### config.mk
export PLATFORM = sky130hd
export DESIGN_NAME = cam_capture_ctrl
export DESIGN_NICKNAME = d
export VERILOG_FILES = /design/src/rtl/cam_cap_pkg.sv /design/src/rtl/cam_frame_bound.sv /design/src/rtl/cam_capture_seq.sv /design/src/rtl/cam_addr_latch.sv /design/src/rtl/cam_irq_flags.sv /design/src/rtl/cam_capture_ctrl.sv
export SDC_FILE = /design/constraint.sdc
export NUM_CORES = 1
export LEC_CHECK = 0
export BUFFER_PORTS_ARGS = -buffer_cell sky130_fd_sc_hd__buf_2
export CAP_MARGIN = 20
export CELL_PAD_IN_SITES_DETAIL_PLACEMENT = 1
export CELL_PAD_IN_SITES_GLOBAL_PLACEMENT = 1
export CORE_ASPECT_RATIO = 0.5
export CORE_MARGIN = 5
export CORE_UTILIZATION = 27
export DETAILED_ROUTE_END_ITERATION = 10
export PLACE_DENSITY_LB_ADDON = 0.1
export SLEW_MARGIN = 20
export SYNTH_ARGS = -nofsm -noshare
export SYNTH_HDL_FRONTEND = slang
export SYNTH_HIERARCHICAL = 1
export SYNTH_SLANG_ARGS = --single-unit
### constraint.sdc
create_clock -name clk -period 1.45 [get_ports clk]
set_input_delay 0.3625 -clock clk [delete_from_list [all_inputs] [get_ports clk]]
set_output_delay 0.3625 -clock clk [all_outputs]
set_load 0.005 [all_outputs]
### src/rtl/cam_cap_pkg.sv
package cam_cap_pkg;
  localparam int unsigned REG_W      = 32;
  localparam int unsigned NUM_EVT    = 4;
  localparam int unsigned FLAG_BASE  = 4;   // lowest flag bit
  // event index -> flag bit FLAG_BASE + index
  localparam int unsigned EV_FIFO2   = 0;
  localparam int unsigned EV_PERR    = 1;
  localparam int unsigned EV_HBOVF   = 2;
  localparam int unsigned EV_VSYNC   = 3;

  typedef enum logic [1:0] {
    CAP_IDLE  = 2'd0,
    CAP_STILL = 2'd1,
    CAP_VIDEO = 2'd2
  } cap_state_e;
endpackage

### src/rtl/cam_frame_bound.sv
module cam_frame_bound (
  input  logic vsync_i,
  input  logic field_end_i,
  input  logic field_id_i,
  input  logic ilp_mode_i,
  output logic frame_start_o,
  output logic frame_end_o
);
  // In interlaced planar mode a frame spans field 1 then field 2.
  always_comb begin
    frame_start_o = vsync_i     && (!ilp_mode_i || !field_id_i);
    frame_end_o   = field_end_i && (!ilp_mode_i ||  field_id_i);
  end
endmodule

### src/rtl/cam_capture_seq.sv
module cam_capture_seq
  import cam_cap_pkg::*;
(
  input  logic clk,
  input  logic rst_n,
  input  logic frame_start_i,
  input  logic frame_end_i,
  input  logic still_req_i,
  input  logic video_en_i,
  output logic vcap_o,
  output logic scap_o
);
  cap_state_e st_q, st_d;
  logic       pend_q, pend_d;
  logic       st_en, pend_en;

  always_comb begin
    st_d   = st_q;
    pend_d = pend_q | still_req_i;
    unique case (st_q)
      CAP_IDLE: begin
        if (frame_start_i) begin
          if (video_en_i) begin
            st_d = CAP_VIDEO;          // video wins, still stays pending
          end else if (pend_d) begin
            st_d   = CAP_STILL;
            pend_d = 1'b0;
          end
        end
      end
      CAP_STILL: begin
        if (frame_end_i) st_d = CAP_IDLE;
      end
      CAP_VIDEO: begin
        if (frame_end_i && !video_en_i) st_d = CAP_IDLE;
      end
      default: st_d = CAP_IDLE;
    endcase
  end

  assign st_en   = frame_start_i | frame_end_i;
  assign pend_en = frame_start_i | still_req_i;

  always_ff @(posedge clk or negedge rst_n) begin
    if (!rst_n) begin
      st_q   <= CAP_IDLE;
      pend_q <= 1'b0;
    end else begin
      if (st_en)   st_q   <= st_d;
      if (pend_en) pend_q <= pend_d;
    end
  end

  assign vcap_o = (st_q == CAP_VIDEO);
  assign scap_o = (st_q == CAP_STILL);

  p_vcap_rise_r1: assert property (@(posedge clk) disable iff (!rst_n)
    $rose(vcap_o) |-> $past(frame_start_i && video_en_i));
  p_vcap_fall_r2: assert property (@(posedge clk) disable iff (!rst_n)
    $fell(vcap_o) |-> $past(frame_end_i && !video_en_i));
  p_still_one_frame_r3: assert property (@(posedge clk) disable iff (!rst_n)
    (scap_o && frame_end_i) |=> !scap_o);
  p_scap_rise_r3: assert property (@(posedge clk) disable iff (!rst_n)
    $rose(scap_o) |-> $past(frame_start_i && !video_en_i));
  p_video_priority_r12: assert property (@(posedge clk) disable iff (!rst_n)
    (frame_start_i && video_en_i && !vcap_o && !scap_o) |=> (vcap_o && !scap_o));
endmodule

### src/rtl/cam_addr_latch.sv
module cam_addr_latch #(
  parameter int unsigned ADDR_W = 32
) (
  input  logic              clk,
  input  logic              rst_n,
  input  logic              vsync_i,
  input  logic [ADDR_W-1:0] buf_addr_i,
  output logic [ADDR_W-1:0] frame_addr_o
);
  logic [ADDR_W-1:0] addr_q;

  always_ff @(posedge clk or negedge rst_n) begin
    if (!rst_n)       addr_q <= '0;
    else if (vsync_i) addr_q <= buf_addr_i;
  end

  assign frame_addr_o = addr_q;

  p_addr_hold_r4: assert property (@(posedge clk) disable iff (!rst_n)
    !vsync_i |=> $stable(frame_addr_o));
  p_addr_load_r4: assert property (@(posedge clk) disable iff (!rst_n)
    vsync_i |=> (frame_addr_o == $past(buf_addr_i)));
endmodule

### src/rtl/cam_irq_flags.sv
module cam_irq_flags
  import cam_cap_pkg::*;
#(
  parameter int unsigned W = REG_W
) (
  input  logic               clk,
  input  logic               rst_n,
  input  logic [NUM_EVT-1:0] evt_i,
  input  logic [W-1:0]       clr_i,
  input  logic [W-1:0]       en_i,
  output logic [W-1:0]       flags_o,
  output logic               irq_o
);
  localparam int unsigned TOP = FLAG_BASE + NUM_EVT;

  logic [NUM_EVT-1:0] flg_q, flg_d, flg_en;

  for (genvar i = 0; i < NUM_EVT; i++) begin : g_flag
    always_comb begin
      flg_en[i] = evt_i[i] | clr_i[FLAG_BASE+i];
      flg_d[i]  = evt_i[i] | (flg_q[i] & ~clr_i[FLAG_BASE+i]);
    end
    always_ff @(posedge clk or negedge rst_n) begin
      if (!rst_n)         flg_q[i] <= 1'b0;
      else if (flg_en[i]) flg_q[i] <= flg_d[i];
    end
    p_sticky_r9: assert property (@(posedge clk) disable iff (!rst_n)
      (flg_q[i] && !clr_i[FLAG_BASE+i]) |=> flg_q[i]);
    p_set_wins_r9: assert property (@(posedge clk) disable iff (!rst_n)
      evt_i[i] |=> flg_q[i]);
  end

  always_comb begin
    flags_o                 = '0;
    flags_o[TOP-1:FLAG_BASE] = flg_q;
  end

  assign irq_o = |(flags_o & en_i);

  p_irq_needs_flag_r10: assert property (@(posedge clk) disable iff (!rst_n)
    irq_o |-> (flg_q != '0));
endmodule

### src/rtl/cam_capture_ctrl.sv
module cam_capture_ctrl
  import cam_cap_pkg::*;
#(
  parameter int unsigned ADDR_W   = 32,
  parameter int unsigned NUM_FIFO = 3
) (
  input  logic                clk,
  input  logic                rst_n,
  input  logic                vsync_i,
  input  logic                field_id_i,
  input  logic                field_end_i,
  input  logic                hblank_end_i,
  input  logic [NUM_FIFO-1:0] fifo_ovf_i,
  input  logic                proto_err_i,
  input  logic                ilp_mode_i,
  input  logic                still_req_i,
  input  logic                video_en_i,
  input  logic [ADDR_W-1:0]   buf_addr_i,
  input  logic [REG_W-1:0]    irq_en_i,
  input  logic [REG_W-1:0]    irq_clr_i,
  output logic                vcap_sta_o,
  output logic                scap_sta_o,
  output logic                pix_we_o,
  output logic [ADDR_W-1:0]   frame_addr_o,
  output logic [REG_W-1:0]    irq_flags_o,
  output logic                irq_o
);
  localparam int unsigned F2_IDX = 2;

  // reset: asserted asynchronously, released after two clocks
  logic rs_meta_q, rs_sync_q;
  always_ff @(posedge clk or negedge rst_n) begin
    if (!rst_n) begin
      rs_meta_q <= 1'b0;
      rs_sync_q <= 1'b0;
    end else begin
      rs_meta_q <= 1'b1;
      rs_sync_q <= rs_meta_q;
    end
  end

  logic frame_start, frame_end;
  logic [NUM_EVT-1:0] evt;

  cam_frame_bound u_bound (
    .vsync_i      (vsync_i),
    .field_end_i  (field_end_i),
    .field_id_i   (field_id_i),
    .ilp_mode_i   (ilp_mode_i),
    .frame_start_o(frame_start),
    .frame_end_o  (frame_end)
  );

  cam_capture_seq u_seq (
    .clk          (clk),
    .rst_n        (rs_sync_q),
    .frame_start_i(frame_start),
    .frame_end_i  (frame_end),
    .still_req_i  (still_req_i),
    .video_en_i   (video_en_i),
    .vcap_o       (vcap_sta_o),
    .scap_o       (scap_sta_o)
  );

  cam_addr_latch #(.ADDR_W(ADDR_W)) u_addr (
    .clk         (clk),
    .rst_n       (rs_sync_q),
    .vsync_i     (vsync_i),
    .buf_addr_i  (buf_addr_i),
    .frame_addr_o(frame_addr_o)
  );

  always_comb begin
    evt           = '0;
    evt[EV_FIFO2] = fifo_ovf_i[F2_IDX];
    evt[EV_PERR]  = proto_err_i;
    evt[EV_HBOVF] = hblank_end_i & (&fifo_ovf_i);
    evt[EV_VSYNC] = vsync_i;
  end

  cam_irq_flags #(.W(REG_W)) u_irq (
    .clk    (clk),
    .rst_n  (rs_sync_q),
    .evt_i  (evt),
    .clr_i  (irq_clr_i),
    .en_i   (irq_en_i),
    .flags_o(irq_flags_o),
    .irq_o  (irq_o)
  );

  assign pix_we_o = vcap_sta_o | scap_sta_o;

  p_hb_ovf_r6: assert property (@(posedge clk) disable iff (!rs_sync_q)
    $rose(irq_flags_o[6]) |-> $past(hblank_end_i && (&fifo_ovf_i)));
  p_vs_flag_r5: assert property (@(posedge clk) disable iff (!rs_sync_q)
    vsync_i |=> irq_flags_o[7]);
  p_we_idle_r11: assert property (@(posedge clk) disable iff (!rs_sync_q)
    (!vcap_sta_o && !scap_sta_o) |-> !pix_we_o);
  p_rsvd_zero_r8: assert property (@(posedge clk) disable iff (!rs_sync_q)
    (irq_flags_o[3:0] == 4'h0) && (irq_flags_o[31:8] == 24'h0));
endmodule

Word-level counts from Yosys, hierarchy flattened
Index checks and enable logic that the tools add are counted.
{ "totals": {"out_inout_bits": 68, "regBits": 41, "elab_cells": 58} }
{ "op_classes": {"bitwise": 22, "eq_ne": 6, "n_reduce_logical": 12, "muxes": 9} }
{ "op_table": {"columns": ["cell", "n"], "rows": [
  ["8-bit by 32-bit AND with 32-bit output", 1],
  ["32-bit OR reduction", 1],
  ["1-bit bitwise OR", 12],
  ["2-bit 2-to-1 mux", 5],
  ["2-bit by 1-bit != test with 1-bit output (second input constant)", 3],
  ["2-bit case mux with 3 select lines", 1],
  ["1-bit AND", 5],
  ["5-bit AND reduction", 1],
  ["1-bit NOT", 4],
  ["1-bit logical AND", 3],
  ["1-bit zero test", 3],
  ["1-bit 2-to-1 mux", 3],
  ["3-bit by 2-bit != test with 1-bit output (second input constant)", 1],
  ["3-bit AND reduction", 1],
  ["2-bit by 1-bit equality test with 1-bit output (second input constant)", 1],
  ["2-bit equality test (second input constant)", 1],
  ["2-bit zero test", 1],
  ["1-bit logical OR", 2]
]} }

Depth between registers and ports, before layout
Gate-level depths: netlist of run 1.
{ "depth": {"depth_word": 6, "mapped_depth": 5, "mapped_depth_nobuf": 5} }

Cells and area by module
Netlist of run 1, hierarchy kept.
{ "modules_own_cells": {"columns": ["module", "area_per_inst_um2", "cells_each", "n_inst"], "rows": [
  ["cam_addr_latch", 1345.0, 68, 1],
  ["cam_irq_flags", 379.1, 44, 1],
  ["cam_capture_seq", 160.2, 17, 1],
  ["cam_capture_ctrl", 68.8, 5, 1],
  ["cam_frame_bound", 18.8, 3, 1]
]} }

Least setup slack after synthesis of run 1
OpenSTA, ideal clock, no wires.
{ "synth_timing": {"path_kind": "register to output", "from": "register u_seq.st_q[0]", "to": "output pix_we_o", "stages_incl_launch_ff": 3, "required_time_ns": 1.087, "n_path_buf": 0, "arrival_ns": 0.849, "setup_slack_ns": 0.239, "path_cell_list": "dfrtp_1 > and2b_2 > or2_1"} }
{ "synth_between": {"elab_chain_len": 2, "elab_cells_between_ends": 3} }
{ "synth_rtl": {"columns": ["item", "line", "text"], "rows": [
  ["from (decl)", "cam_capture_seq.sv:13", "cap_state_e st_q, st_d;"],
  ["from (signal assigned)", "cam_capture_seq.sv:49", "if (st_en) st_q <= st_d;"],
  ["2-bit by 1-bit equality test with 1-bit output", "cam_capture_seq.sv:55", "assign scap_o = (st_q == CAP_STILL);"],
  ["net scap_sta_o", "cam_capture_ctrl.sv:22", "output logic scap_sta_o,"],
  ["1-bit bitwise OR", "cam_capture_ctrl.sv:91", "assign pix_we_o = vcap_sta_o | scap_sta_o;"],
  ["to (decl)", "cam_capture_ctrl.sv:23", "output logic pix_we_o,"]
]} }
The timed path passes the listed nets, and every way through them passes these cells.

Worst setup path after layout of run 1
{ "layout_timing": {"from": "register u_seq.st_q[1]", "to": "output pix_we_o"} }
{ "layout_between": {"elab_chain_len": 2, "elab_cells_between_ends": 3} }
{ "layout_rtl": {"columns": ["item", "line"], "rows": [
  ["2-bit equality test / 2-bit by 1-bit equality test with 1-bit output (equally long branches)", "cam_capture_seq.sv:54, cam_capture_seq.sv:55"],
  ["1-bit bitwise OR (*)", "cam_capture_ctrl.sv:91"]
]} }
Every way passes the cells marked *; elsewhere a longest branch is shown, timed or not.

==> results.sh, run 1 <==
export IMPL_synthTopCellsByArea="dfrtp_1 52%, mux2_4 23%, buf_4 11%"
export IMPL_endpoint_kind="output pin"
export IMPL_seq_area_frac_synth_pct=52.0
export IMPL_drc=0
export IMPL_clkTransAtPathRegs_ps=60
export IMPL_fillers=825
export IMPL_htreeDepth=2
export IMPL_antenna_left=0
export IMPL_place_gp_congestion=0.732
export IMPL_yosys_area_top_type="dfrtp_1"
export IMPL_synth_edf_count=0
export IMPL_vias_per_cell=3.89
export IMPL_synth_top_family_by_area="multiplexers"
export IMPL_fin_ws_ps=-86.8
export IMPL_final_util_pct=36.3
export IMPL_coreArea_um2=7210
export IMPL_layout_min_cycle_time_ps=1540
export IMPL_timing_final_setup_violations=1
export IMPL_synthSimpleGateAreaFrac_pct=4.31
export IMPL_numCtsBuffers=5
export IMPL_peakVddDrop_v=0.000494
export IMPL_drtIter0Drc=28
export IMPL_vias=1303
export IMPL_rsz0062_at_grt="true"
export IMPL_hp_class="flop to async pin"
export IMPL_top_usage_layer="met2"
export IMPL_syn_to_final_growth_pct=32.8
export IMPL_p_per_area_nw_per_um2=1160
export IMPL_period_share_pct=106
export IMPL_clockBufferDepth=2
export IMPL_synth_seq_cells=41
export IMPL_crit_path_start_kind="flop"
export IMPL_cts_tree="built"
export IMPL_finalMaxSlewViolations=0
export IMPL_diodes=0
export IMPL_async_flop_share_pct=100
export IMPL_synth_area_um2=1970
export IMPL_synthMuxAreaShare_pct=24.0
export IMPL_post_drt_wl_per_cell_um=13.6
export IMPL_route_final_wire_length_mm=4.57
export IMPL_critPathMaxFanout=3
export IMPL_finalSetupTns_ps=-86.8
export IMPL_synth_ff_type="dfrtp_1"
export IMPL_max_cap_viol_count=0
export IMPL_synth_fa_ha_area_share_pct=0
export IMPL_cts_sinks=41
export IMPL_post_place_ws_ps=104
export IMPL_cp_arrival_ps=1170
export IMPL_yosysTopAreaCellShare_pct=52.0
export IMPL_yosysWarningCount=6
export IMPL_root_buffer="clkbuf_16"
export IMPL_dp_hpwl_mm=3.53
export IMPL_criticalPathCategory="flop to output pin"
export IMPL_groute_layer_met1_usage_pct=11.1
export IMPL_antenna_found_initial=0
export IMPL_max_freq_ghz=0.651
export IMPL_yosys_area_share_xor_xnor_pct=0
export IMPL_synth_compound_area_share_pct=4.06
export IMPL_ys_types=23
export IMPL_fin_skew_ps=6.28
export IMPL_placementRows=22
export IMPL_synthTopCellsByCount="41 x dfrtp_1, 30 x mux2_4, 28 x buf_4, 5 x inv_1"
export IMPL_die_area_um2=9220
export IMPL_clock_latency_ps=280
export IMPL_violations="setup timing"
export IMPL_grt_pass1_vias=1432
export IMPL_hold_viol=0
export IMPL_die_w_um=131
export IMPL_status="finished with violations"
export IMPL_first_pass_iters=2
export IMPL_total_power_w=0.00303
export IMPL_ios=177
export IMPL_grt_pass1_wl_mm=7.02
export IMPL_fin_cells=335
export IMPL_grtUsageTotal_pct=9.81
export IMPL_grt_util_met3_pct=2.60
export IMPL_yosys_cell_count_top_type="dfrtp_1"
export IMPL_grt_util_met2_pct=18.1
export IMPL_syn_avg_cell_area_um2=14.4
export IMPL_dp_cells=324
export IMPL_final_nets=347
export IMPL_die_y_um=70.4
export IMPL_grt_max_degree=34
export IMPL_drive_gt1_share_pct=60.7
export IMPL_port_buffers=92
export IMPL_p_leak_nw=1.42
export IMPL_cp_required_ps=1090
export IMPL_syn_inst=137
export IMPL_initial_utilization_pct=27.3
export IMPL_overflow=0
## layer usage
layer / share of wire, % / wire (um)
met5: 0 / 0
met2: 54 / 2460
met1: 39 / 1770
met4: 0.63 / 29
met3: 6.6 / 300
## report_power, final
group	total [W]	internal, W	switching (W)	leakage (nW)
clock network	0.00113	0.000685	0.000446	0.0768
logic	0.000563	0.000342	0.000222	0.867
registers	0.00134	0.00126	0.0000735	0.477
## what timing repair did
| item | in CTS | in global routing |
|---|---|---|
| buffers inserted | 1 | 1 |
| resized for setup | 0 | 3 |
| setup endpoints to repair | 1 | 3 |
| hold endpoints to repair | 2 | 0 |
| pin swaps | 1 | 2 |
| hold buffers | 1 | 0 |
## layout make-up
type                            count  area [um2]  area share [%]
Clock buffer                        6         139            5.30
Tap cell                           96         120            4.59
Sequential cell                    41        1030            39.2
Timing Repair Buffer               99         541            20.6
Clock inverter                      2        13.8           0.526
Multi-Input combinational cell     86         759            29.0
Inverter                            5        18.8           0.717
## layout by cell type (no fill, tap or decap)
cell,n
a22oi_2,2
buf_12,2
clkbuf_16,5
buf_2,92
inv_1,5
dfrtp_2,1
nor2b_1,1
o22ai_1,1
a21o_2,1
clkinv_2,1
mux2_2,2
nor2b_2,1
nor2_1,3
dfrtp_1,40
buf_4,4
a21boi_0,1
mux2_4,30
and4_1,1
dlygate4sd3_1,1
nand2_1,4
conb_1,29
a21o_1,4
a21boi_1,1
clkinv_4,1
nand3b_1,1
and2b_2,1
clkbuf_8,1
or2_1,1
o21ai_1,1
nor4b_2,1
## state kept, by name, summed over array words and instances (netlist names)
register             flops
rs_sync_q                1
u_addr/frame_addr_o     32
rs_meta_q                1
u_seq/st_q               2
u_irq/flags_o            4
u_seq/pend_q             1
## through the flow
stage	hold slack (ps)	cell area (um2)
2_1_floorplan	66.9	2070
3_3_place_gp	147	2430
3_5_place_dp	151	2430
4_1_cts	192	2600
5_1_grt	212	2620
6_report	177	2620
## worst paths after layout
check / startpoint / end / slack [ps] / cells after the start
worst max-delay path: u_seq/st_q[1] / pix_we_o / -90 / 3
worst min-delay path: rs_sync_q / u_addr/frame_addr_o[22] / 180 / 0
worst max register to register: u_seq/st_q[1] / u_seq/st_q[0] / 340 / 4
worst min register to register: rs_sync_q / u_addr/frame_addr_o[22] / 180 / 0
max in group asynchronous: rs_sync_q / u_seq/pend_q / 810 / 1
min in group clk: proto_err_i / u_irq/flags_o[5] / 270 / 2
## critical path: stages, from the launching register on
cell and delay [ps]:
dfrtp_1 360, and2b_2 220, or2_1 190, buf_2 130
## cells by family after synthesis
family,count (synthesis)
other,2
buffers and inverters,37
AOI/OAI and AO/OA,11
and+or+nand+nor,14
DFF,41
muxes,32
Power figures use the tool's default switching activity.
==> inputs of run 2 (changes only) <==
--- a/config.mk
+++ b/config.mk
@@ -11,7 +11,7 @@
 export CELL_PAD_IN_SITES_GLOBAL_PLACEMENT = 1
 export CORE_ASPECT_RATIO = 0.5
 export CORE_MARGIN = 5
-export CORE_UTILIZATION = 27
+export CORE_UTILIZATION = 29
 export DETAILED_ROUTE_END_ITERATION = 10
 export PLACE_DENSITY_LB_ADDON = 0.1
 export SLEW_MARGIN = 20
==> constraint.sdc (replaced) <==
create_clock -name clk -period 2 [get_ports clk]
set_input_delay 0.5 -clock clk [delete_from_list [all_inputs] [get_ports clk]]
set_output_delay 0.5 -clock clk [all_outputs]
set_load 0.005 [all_outputs]
==> results.sh, run 2 (same netlist as run 1, synthesis figures left out) <==
export IMPL_status="finished, final reports clean"
export IMPL_die_w_um=127
export IMPL_cts_tree="built"
export IMPL_clockBufferDepth=2
export IMPL_post_drt_wl_per_cell_um=13.2
export IMPL_clock_latency_ps=280
export IMPL_hp_class="flop to async pin"
export IMPL_p_per_area_nw_per_um2=829
export IMPL_cp_required_ps=1500
export IMPL_coreArea_um2=6650
export IMPL_grt_pass1_vias=1438
export IMPL_peakVddDrop_v=0.000295
export IMPL_hold_viol=0
export IMPL_diodes=0
export IMPL_fin_skew_ps=3.33
export IMPL_drc=0
export IMPL_cp_arrival_ps=1270
export IMPL_root_buffer="clkbuf_16"
export IMPL_syn_to_final_growth_pct=29.3
export IMPL_criticalPathCategory="flop to output pin"
export IMPL_timing_final_setup_violations=0
export IMPL_p_leak_nw=1.39
export IMPL_endpoint_kind="output pin"
export IMPL_numCtsBuffers=5
export IMPL_place_gp_congestion=0.663
export IMPL_dp_hpwl_mm=3.42
export IMPL_ios=177
export IMPL_drive_gt1_share_pct=58.7
export IMPL_die_y_um=68.3
export IMPL_crit_path_start_kind="flop"
export IMPL_grt_pass1_wl_mm=6.66
export IMPL_multi_input_area_um2=747
export IMPL_cts_sinks=41
export IMPL_layout_min_cycle_time_ps=1770
export IMPL_route_final_wire_length_mm=4.33
export IMPL_critPathMaxFanout=6
export IMPL_max_freq_ghz=0.564
export IMPL_first_pass_iters=4
export IMPL_rsz0062_at_grt="false"
export IMPL_antenna_found_initial=0
export IMPL_max_cap_viol_count=0
export IMPL_layout_commonest_cell="buf_2"
export IMPL_vias=1280
export IMPL_layout_common_cells="92 x buf_2, 40 x dfrtp_1, 30 x mux2_4"
export IMPL_drtIter0Drc=37
export IMPL_port_buffers=92
export IMPL_antenna_left=0
export IMPL_final_nets=343
export IMPL_finalSetupTns_ps=0
export IMPL_largest_reg_flops=32
export IMPL_r2r_cells=3
export IMPL_overflow=0
export IMPL_grtUsageTotal_pct=9.77
export IMPL_period_share_pct=88.7
export IMPL_initial_utilization_pct=29.7
export IMPL_finalMaxSlewViolations=0
export IMPL_placementRows=21
export IMPL_htreeDepth=2
export IMPL_vias_per_cell=3.91
export IMPL_final_util_pct=38.3
export IMPL_seqCellArea_um2=1030
export IMPL_grt_max_degree=34
export IMPL_fillers=757
export IMPL_post_cts_setup_buffers=0
export IMPL_clkTransAtPathRegs_ps=60
export IMPL_die_area_um2=8650
## run 2: layout make-up
type                            instances  area share, %
Multi-Input combinational cell         86           29.3
Inverter                                5          0.736
Tap cell                               92           4.52
Sequential cell                        41           40.3
Clock inverter                          3          0.687
Clock buffer                            5           4.91
Timing Repair Buffer                   95           19.5
## run 2: final timing paths
kind                                from                       to  slack (ps)
min in group clk               rs_meta_q                rs_sync_q         350
min reg2reg                    rs_sync_q  u_addr/frame_addr_o[27]         230
max reg2reg                u_seq/st_q[1]            u_seq/st_q[0]        1030
max                        u_seq/st_q[0]                 pix_we_o         230
max in group asynchronous      rs_sync_q  u_addr/frame_addr_o[13]        1140
min                            rs_sync_q  u_addr/frame_addr_o[27]         230
## run 2: report_power, final
group | total (W) | internal [W] | switching [W]
logic | 0.000366 | 0.000225 | 0.000141
clock network | 0.000765 | 0.000457 | 0.000308
registers | 0.000981 | 0.000917 | 0.0000641
## run 2: critical path: stages, from the launching register on
cell     delay, ps
dfrtp_1        430
and2b_2        220
or2_1          210
buf_2          130
## run 2: metal layers
| metal | vias to the layer above | GRT usage (%) | share of wire, % | wire (um) |
|---|---|---|---|---|
| met5 | - | 0 | 0 | 0 |
| met3 | 0 | 2.42 | 7.1 | 309 |
| li1 | 592 | - | - | - |
| met4 | 0 | 3.21 | 0 | 0 |
| met1 | 632 | 11.0 | 40 | 1720 |
| met2 | 56 | 18.6 | 53 | 2300 |
## run 2: stage by stage
stage,cell area [um2],hold WS (ps),total power [W],setup slack (ps),cells
after floorplan,2070,204,0.00123,651,164
after global placement,2400,261,0.00136,465,318
after detailed placement,2400,255,0.00137,434,318
after CTS,2550,256,0.00216,202,327
after global routing,2550,291,0.00225,170,327
final,2550,233,0.00211,226,327
## run 2: repair_timing
| item | CTS | global route |
|---|---|---|
| gates resized for setup | 0 | 0 |
| endpoints found under the hold margin | 2 | 0 |
| hold buffers | 1 | 0 |
| setup endpoints to repair | 0 | 0 |
